--- config.mk ---
export PLATFORM = sky130hd
export DESIGN_NAME = bus_rate_search
export DESIGN_NICKNAME = d
export VERILOG_FILES = /design/src/rtl/bus_rate_search_pkg.sv /design/src/rtl/bus_rate_search_ctrl.sv /design/src/rtl/bus_rate_search_dp.sv /design/src/rtl/bus_rate_search.sv
export SDC_FILE = /design/constraint.sdc
export NUM_CORES = 1
export LEC_CHECK = 0
export BUFFER_PORTS_ARGS = -buffer_cell sky130_fd_sc_hd__buf_2
export CORE_MARGIN = 2
export CORE_UTILIZATION = 45
export DETAILED_ROUTE_END_ITERATION = 7
export GPL_TIMING_DRIVEN = 0
export MAX_ROUTING_LAYER = met4
export REMOVE_ABC_BUFFERS = 1
export SLEW_MARGIN = 20
export SYNTH_ARGS = -nofsm -noshare
export SYNTH_HDL_FRONTEND = slang
export SYNTH_SLANG_ARGS = --single-unit
--- constraint.sdc ---
create_clock -name clk -period 8.45 [get_ports clk]
set_clock_uncertainty 0.05 [all_clocks]
set_input_delay 0.4225 -clock clk [delete_from_list [all_inputs] [get_ports clk]]
set_output_delay 0.4225 -clock clk [all_outputs]
set_load 0.02 [all_outputs]
--- src/rtl/bus_rate_search_pkg.sv ---
package bus_rate_search_pkg;
  localparam int FREQ_W = 32;
  localparam int M_W    = 4;
  localparam int N_W    = 3;
  localparam int SCALE  = 10;
  localparam int M_CNT  = 1 << M_W;
  localparam int N_CNT  = 1 << N_W;
  localparam int DIV_W  = $clog2(SCALE * M_CNT + 1);
  localparam int BIT_W  = $clog2(FREQ_W);

  typedef struct packed {
    logic           capture;
    logic           divLoad;
    logic           divStep;
    logic           divWrite;
    logic           evalEn;
    logic [M_W-1:0] mSel;
    logic [N_W-1:0] nSel;
  } srch_ctl_t;

  typedef enum logic [2:0] {
    ST_IDLE, ST_LOAD, ST_STEP, ST_WRITE, ST_SCAN
  } srch_state_t;
endpackage

--- src/rtl/bus_rate_search_ctrl.sv ---
module bus_rate_search_ctrl
  import bus_rate_search_pkg::*;
(
  input  logic      clk,
  input  logic      rstN,
  input  logic      start,
  output srch_ctl_t ctl,
  output logic      busy,
  output logic      done
);
  localparam logic [M_W-1:0]   M_LAST   = M_W'(M_CNT - 1);
  localparam logic [N_W-1:0]   N_LAST   = N_W'(N_CNT - 1);
  localparam logic [BIT_W-1:0] BIT_LAST = BIT_W'(FREQ_W - 1);

  srch_state_t      state;
  logic [M_W-1:0]   mCnt;
  logic [N_W-1:0]   nCnt;
  logic [BIT_W-1:0] bitCnt;
  logic             scanLast;

  assign scanLast = (mCnt == M_LAST) && (nCnt == N_LAST);

  always_ff @(posedge clk) begin
    if (!rstN) begin
      state  <= ST_IDLE;
      mCnt   <= '0;
      nCnt   <= '0;
      bitCnt <= '0;
      done   <= 1'b0;
    end else begin
      done <= 1'b0;
      unique case (state)
        ST_IDLE: begin
          if (start) begin
            mCnt  <= '0;
            nCnt  <= '0;
            state <= ST_LOAD;
          end
        end
        ST_LOAD: begin
          bitCnt <= '0;
          state  <= ST_STEP;
        end
        ST_STEP: begin
          bitCnt <= bitCnt + 1'b1;
          if (bitCnt == BIT_LAST) state <= ST_WRITE;
        end
        ST_WRITE: begin
          if (mCnt == M_LAST) begin
            mCnt  <= '0;
            nCnt  <= '0;
            state <= ST_SCAN;
          end else begin
            mCnt  <= mCnt + 1'b1;
            state <= ST_LOAD;
          end
        end
        ST_SCAN: begin
          if (scanLast) begin
            state <= ST_IDLE;
            done  <= 1'b1;
          end else if (mCnt == M_LAST) begin
            mCnt <= '0;
            nCnt <= nCnt + 1'b1;
          end else begin
            mCnt <= mCnt + 1'b1;
          end
        end
        default: state <= ST_IDLE;
      endcase
    end
  end

  always_comb begin
    ctl          = '0;
    ctl.capture  = (state == ST_IDLE) && start;
    ctl.divLoad  = (state == ST_LOAD);
    ctl.divStep  = (state == ST_STEP);
    ctl.divWrite = (state == ST_WRITE);
    ctl.evalEn   = (state == ST_SCAN);
    ctl.mSel     = mCnt;
    ctl.nSel     = nCnt;
  end

  assign busy = (state != ST_IDLE);
endmodule

--- src/rtl/bus_rate_search_dp.sv ---
module bus_rate_search_dp
  import bus_rate_search_pkg::*;
(
  input  logic              clk,
  input  logic              rstN,
  input  srch_ctl_t         ctl,
  input  logic [FREQ_W-1:0] freqIn,
  input  logic [FREQ_W-1:0] targetIn,
  output logic [M_W-1:0]    bestM,
  output logic [N_W-1:0]    bestN,
  output logic [FREQ_W-1:0] bestErr
);
  logic [FREQ_W-1:0] clkReg;
  logic [FREQ_W-1:0] tgtReg;
  logic [FREQ_W-1:0] work;
  logic [DIV_W-1:0]  rem;
  logic [DIV_W-1:0]  divisor;
  logic [DIV_W:0]    trial;
  logic              trialFits;
  logic [FREQ_W-1:0] qTable [M_CNT];
  logic [FREQ_W-1:0] cand;
  logic [FREQ_W-1:0] candErr;

  // divisor for the selected multiplier index
  assign divisor   = DIV_W'(SCALE) * (DIV_W'(ctl.mSel) + DIV_W'(1));
  assign trial     = {rem, work[FREQ_W-1]};
  assign trialFits = (trial >= {1'b0, divisor});

  always_ff @(posedge clk) begin
    if (!rstN) begin
      clkReg <= '0;
      tgtReg <= '0;
      work   <= '0;
      rem    <= '0;
    end else begin
      if (ctl.capture) begin
        clkReg <= freqIn;
        tgtReg <= targetIn;
      end
      if (ctl.divLoad) begin
        work <= clkReg;
        rem  <= '0;
      end else if (ctl.divStep) begin
        work <= {work[FREQ_W-2:0], trialFits};
        rem  <= trialFits ? DIV_W'(trial - {1'b0, divisor}) : trial[DIV_W-1:0];
      end
    end
  end

  // one quotient register per multiplier index
  for (genvar gi = 0; gi < M_CNT; gi++) begin : g_qtab
    always_ff @(posedge clk) begin
      if (!rstN) qTable[gi] <= '0;
      else if (ctl.divWrite && (ctl.mSel == M_W'(gi))) qTable[gi] <= work;
    end
  end

  assign cand    = qTable[ctl.mSel] >> ctl.nSel;
  assign candErr = (tgtReg >= cand) ? (tgtReg - cand) : (cand - tgtReg);

  always_ff @(posedge clk) begin
    if (!rstN) begin
      bestM   <= '0;
      bestN   <= '0;
      bestErr <= '1;
    end else if (ctl.capture) begin
      bestM   <= '0;
      bestN   <= '0;
      bestErr <= '1;
    end else if (ctl.evalEn && (candErr < bestErr)) begin
      bestM   <= ctl.mSel;
      bestN   <= ctl.nSel;
      bestErr <= candErr;
    end
  end
endmodule

--- src/rtl/bus_rate_search.sv ---
module bus_rate_search
  import bus_rate_search_pkg::*;
(
  input  logic              clk,
  input  logic              rstN,
  input  logic              start,
  input  logic [FREQ_W-1:0] freqIn,
  input  logic [FREQ_W-1:0] targetIn,
  output logic              busy,
  output logic              done,
  output logic [M_W-1:0]    mOut,
  output logic [N_W-1:0]    nOut,
  output logic [FREQ_W-1:0] errOut
);
  srch_ctl_t ctl;

  bus_rate_search_ctrl ctrl_i (
    .clk   (clk),
    .rstN  (rstN),
    .start (start),
    .ctl   (ctl),
    .busy  (busy),
    .done  (done)
  );

  bus_rate_search_dp dp_i (
    .clk      (clk),
    .rstN     (rstN),
    .ctl      (ctl),
    .freqIn   (freqIn),
    .targetIn (targetIn),
    .bestM    (mOut),
    .bestN    (nOut),
    .bestErr  (errOut)
  );
endmodule

### Word-level counts from Yosys, hierarchy flattened

Memory sizes are Yosys's and may differ from the RTL's. A register that Yosys moved wholly into a read port is not among the register bits.
Index checks and enable logic that the tools add are counted.

* bits in registers: 159
* bits in latches: 0
* bits in writable memories: 512
* ROM bits: 0
* output and inout port bits: 41
* logic and storage cells: 186
* memories kept: 1

* add/sub/neg operators: 7
* multiply operators: 1
* div/mod/pow operators: 0
* order comparisons: 3
* equal/unequal tests: 27
* shift operators: 1
* mux-type cells: 87
* bitwise operators: 17
* reduce and logical (&&, ||, !) cells: 30

Memories
* dp_i.qTable: words 16, width 32, rd ports 1, clocked after Yosys merged registers in 1, wr ports 16, line bus_rate_search_dp.sv:20 `logic [FREQ_W-1:0] qTable [M_CNT];`

Operators by type and width (number)
* 2-to-1 mux 32 bit: 19
* subtractor 32 bit: 2
* 2-to-1 mux 1 bit: 50
* equality test 4 bit, second input constant: 8
* greater-or-equal comparator 32 bit: 1
* less-than comparator 32 bit: 1
* >> shifter 32 x 3 -> 32 bit: 1
* 2-to-1 mux 3 bit: 8
* 2-to-1 mux 4 bit: 5
* logical AND 1 bit: 19
* equality test 4 x 3 -> 1 bit, second input constant: 4
* bitwise OR 1 bit: 16
* case mux 3 bit (5 select lines): 1
* case mux 4 bit (3 select lines): 1
* inequality test 2 bit, second input constant: 5
* case mux 5 bit (2 select lines): 1
* greater-or-equal comparator 9 x 8 -> 1 bit: 1
* case mux 3 bit (3 select lines): 1
* equality test 4 x 2 -> 1 bit, second input constant: 2
* multiplier 3 x 8 -> 7 bit, first input constant: 1
* 2-to-1 mux 8 bit: 1
* subtractor 8 bit: 1
* equality test 3 x 2 -> 1 bit, second input constant: 2
* equality test 3 bit, second input constant: 2
* 17 further kinds: 20

### Longest topological paths before layout

* word-level depth: 6
* gate-level depth with buffers: 34
* mapped depth without buffers: 27

### Modules after synthesis

Synthesis repeated with hierarchy kept, for this count alone.

* cell total of the unflattened synthesis: 2816
* area total of the unflattened synthesis: 35197.5 µm²

Modules (own cells, without submodules)
* bus_rate_search_dp: times used 1, cells each 2721, area an instance 34345.4 µm², sequential area each 18237.5 µm²
* bus_rate_search_ctrl: times used 1, cells each 95, area an instance 852.1 µm², sequential area each 320.3 µm²

### Worst setup path after synthesis

OpenSTA, ideal clock, no wires.

* path kind: register -> register
* start point: register (tool-made name)
* end point: register dp_i.bestErr[10]
* data arrival time: 6618 ps
* path slack: 1665 ps
* stages on the path, launching flop included: 29
* buffers on the path: 5
* clock period less this slack: 6785 ps
* path through: dfxtp_1 -> buf_2 -> buf_2 -> mux4_2 -> mux4_2 -> mux2_2 -> o21ai_1 -> mux2_2 -> ha_1 -> inv_1 -> fa_1 -> a211oi_1 -> o211ai_1 -> a21oi_1 -> nor2_1 -> a221oi_1 -> mux2i_1 -> a211oi_2 -> xnor2_1 -> ha_1 -> nand4_1 -> nor4_1 -> or4b_1 -> o211a_1 -> buf_2 -> nand2b_1 -> buf_2 -> buf_1 -> o22a_1

RTL lines
* end signal, assigned: line bus_rate_search_dp.sv:73 `bestErr <= candErr;`
* end, declared: line bus_rate_search_dp.sv:11 `output logic [FREQ_W-1:0] bestErr`

==> flow_metrics.tcl <==
set metrics [dict create \
    hpwl_um 69400 \
    maxCapViolCount 0 \
    powerDensity_nw_per_um2 199 \
    grt_pass1_vias 23097 \
    cts_buffers 75 \
    pin_count 108 \
    clock_latency_ns 0.64 \
    rows 101 \
    dr.pass1.iters 5 \
    cts_num_sinks 675 \
    ys_warn_count 0 \
    fmax_mhz 124 \
    start_util_pct 45.5 \
    initialDrtViolationCount 2022 \
    synth_cell_type_count 79 \
    cp.arrival_ns 8.54 \
    postSynthAreaPerCell_um2 12.2 \
    wl_per_cell_um 24.8 \
    io_buffers 107 \
    viasPerCell 5.72 \
    area_growth_pct 17.3 \
    die_width_um 281 \
    max-slew-margin-rel_pct 32.1 \
    synth_edf_count 512 \
    crit_path_max_fanout 42 \
    async_flop_share_pct 0 \
    setup_viol 0 \
    vias 23055 \
    crit_type "flop to flop" \
    coreArea_um2 75900 \
    netlist_area_um2 34600 \
    gp_congestion 0.888 \
    drv_slew 0 \
    tightestPinTransition_ns 1.02 \
    grt_pass1_wl_um 148000 \
    ys_seq_elements 675 \
    seq_area_frac_synth_pct 53.9 \
    die_area_um2 79000 \
    grt-ovfl-total 0 \
    cp.required_ns 8.89 \
    fin_crit_sh_pct 95.8 \
    vdd_drop_max_mv 0.145 \
    cts_root_buf "clkbuf_16" \
    drt-total-wl_um 100000 \
    finalPower_mw 8.06 \
    cts_tree "built" \
    nets 3122 \
    rsz0062_at_grt "no" \
    synthCells 2842 \
    grt_max_degree 61 \
    track_usage_pct 26.3 \
    final-hold-violation-count 0 \
    drtAntennaViolNets 0 \
    hold_slack_ns 0.0169 \
    place_inst 3841 \
    place_area_um2 37600 \
    cts.path.max_buffers 3 \
    status "complete, no violations" \
    period_needed_ns 8.10 \
    final_area_um2 40500 \
    clk_pin_slew_ns 0.06 \
    ys.flop_type "edfxtp_1" \
    start_kind "flop" \
    critPathCaptureType "flop" \
    route.detailed.drc 0 \
    layout-drive-gt1-share_pct 20.3 \
    htree_levels 3 \
    antenna_found_initial 2 \
    p_leak_nw 15.2 \
    die_h_um 281 \
    final_cells 4031 \
    hp-class "input port to flop" \
]
## area by class of cell
cell class	instances	area, um2
Fill cell	6383	35400
Antenna cell	3	7.51
Clock buffer	100	2040
Tap cell	1030	1290
Timing Repair Buffer	229	2690
Clock inverter	39	412
Multi-Input combinational cell	1835	15000
Sequential cell	675	18700
Inverter	120	455
## layer usage
metal	track usage, %	part of all wire, %	up-vias
met5	-	0	-
met3	4.04	6.3	231
li1	-	-	10454
met2	45.2	51	822
met1	31.3	39	11548
met4	9.37	3.6	0
## cells in the mapped netlist, types with 6 or more instances
library cell,instances,area [um2]
o211ai_1,15,113
o21bai_1,6,45.0
nor3_1,17,85.1
nand2b_1,11,68.8
clkbuf_1,149,559
o21ai_0,61,305
a21o_1,31,233
and2_1,520,3250
xnor2_1,22,193
a22oi_1,37,278
edfxtp_1,512,15400
mux2_2,47,529
mux2i_1,50,500
buf_2,37,185
nor2_1,95,357
xor2_1,18,158
o21a_1,9,67.6
nand3_1,14,70.1
o22a_1,29,254
o21ai_1,13,65.1
nand2_1,242,908
or2_2,7,43.8
nand4_1,19,119
buf_1,19,71.3
a21oi_1,183,916
dfxtp_1,163,3260
mux4_2,160,3600
a31oi_1,6,37.5
inv_2,26,97.6
ha_1,115,1440
a211oi_1,14,105
inv_1,94,353
nor2b_1,12,75.1
or3_1,7,43.8
## metrics by stage
stage / setup WS, ns / util, % / TNS, ns
detailed placement: -1.36 / 49.4 / -41.42
finish: 0.355 / 53.4 / 0
global route: 0.00593 / 53.4 / 0
CTS: 0.0758 / 53.3 / 0
global placement: -10.46 / 46.7 / -564.38
floorplan: -4.87 / - / -182.93
## final timing paths
kind	start	to	slack, ns	depth (start not counted)
max reg2reg	flop	dp_i.bestErr[21]	0.35	25
min	freqIn[8]	dp_i.clkReg[8]	0.02	3
min reg2reg	dp_i.clkReg[3]	dp_i.clkReg[3]	0.40	2
max	flop	dp_i.bestErr[21]	0.35	25
## layout by cell type, fill, tap and decap left out, types with 26 or more instances in the layout
| cell type | count |
|---|---|
| a21o_1 | 31 |
| a21oi_1 | 182 |
| a22oi_1 | 37 |
| and2_1 | 519 |
| buf_16 | 49 |
| buf_2 | 107 |
| clkbuf_16 | 75 |
| dfxtp_1 | 157 |
| dlygate4sd3_1 | 41 |
| edfxtp_1 | 512 |
| ha_1 | 115 |
| inv_1 | 93 |
| inv_2 | 26 |
| mux2_2 | 47 |
| mux2i_1 | 50 |
| mux4_2 | 160 |
| nand2_1 | 239 |
| nor2_1 | 78 |
| o21ai_0 | 46 |
| o22a_1 | 29 |
## cell families after synthesis
| group | share of synthesized area (%) |
|---|---|
| adders and majority gates | 4.40 |
| AOI/OAI and AO/OA | 8.36 |
| DFF | 53.9 |
| and+or+nand+nor | 15.0 |
| xor gates and xnor gates | 1.01 |
| muxes | 13.4 |
| buffers and inverters | 3.85 |
## flip-flops by register name, summed over array words and instances, names as in the netlist, 4 cells and up, named ones only
name / count
dp_i.qTable: 512
dp_i.bestErr: 32
dp_i.clkReg: 32
dp_i.tgtReg: 32
dp_i.work: 32
dp_i.rem: 8
ctrl_i.bitCnt: 5
ctrl_i.mCnt: 4
dp_i.bestM: 4
## report_power, final
group	switching, mW	total (mW)	leakage, nW	internal, mW
Clock	1.39	3.26	1.18	1.87
Combinational	0.650	1.06	7.54	0.408
Sequential	0.0647	3.75	6.49	3.68
## what timing repair did
| item | 4_1_cts | 5_1_grt |
|---|---|---|
| hold buffers | 41 | 0 |
| resized for setup | 8 | 6 |
| pin swaps | 2 | 1 |
| endpoints found under the hold margin | 41 | 0 |
| setup endpoints to repair | 39 | 27 |
| buffers inserted | 4 | 3 |
## critical path: stages, from the launching register on
cell and delay [ns]:
dfxtp_4 0.55, buf_16 0.28, buf_16 0.27, mux4_2 0.36, mux4_2 0.58, mux2_2 0.32
o21ai_1 0.21, nor2_1 0.08, a31oi_2 0.25, inv_2 0.05, ha_1 0.51, nand4_1 0.23
or3_1 0.46, nor3_2 0.27, a211oi_4 0.12, buf_4 0.21, buf_8 0.15, o41ai_2 0.40
xnor2_2 0.20, ha_1 0.34, nand4_1 0.16, nor4_2 0.38, or4b_1 0.49, o211a_4 0.31
nand2b_4 0.30, o22a_1 0.27
(Power assumes the default switching activity.)
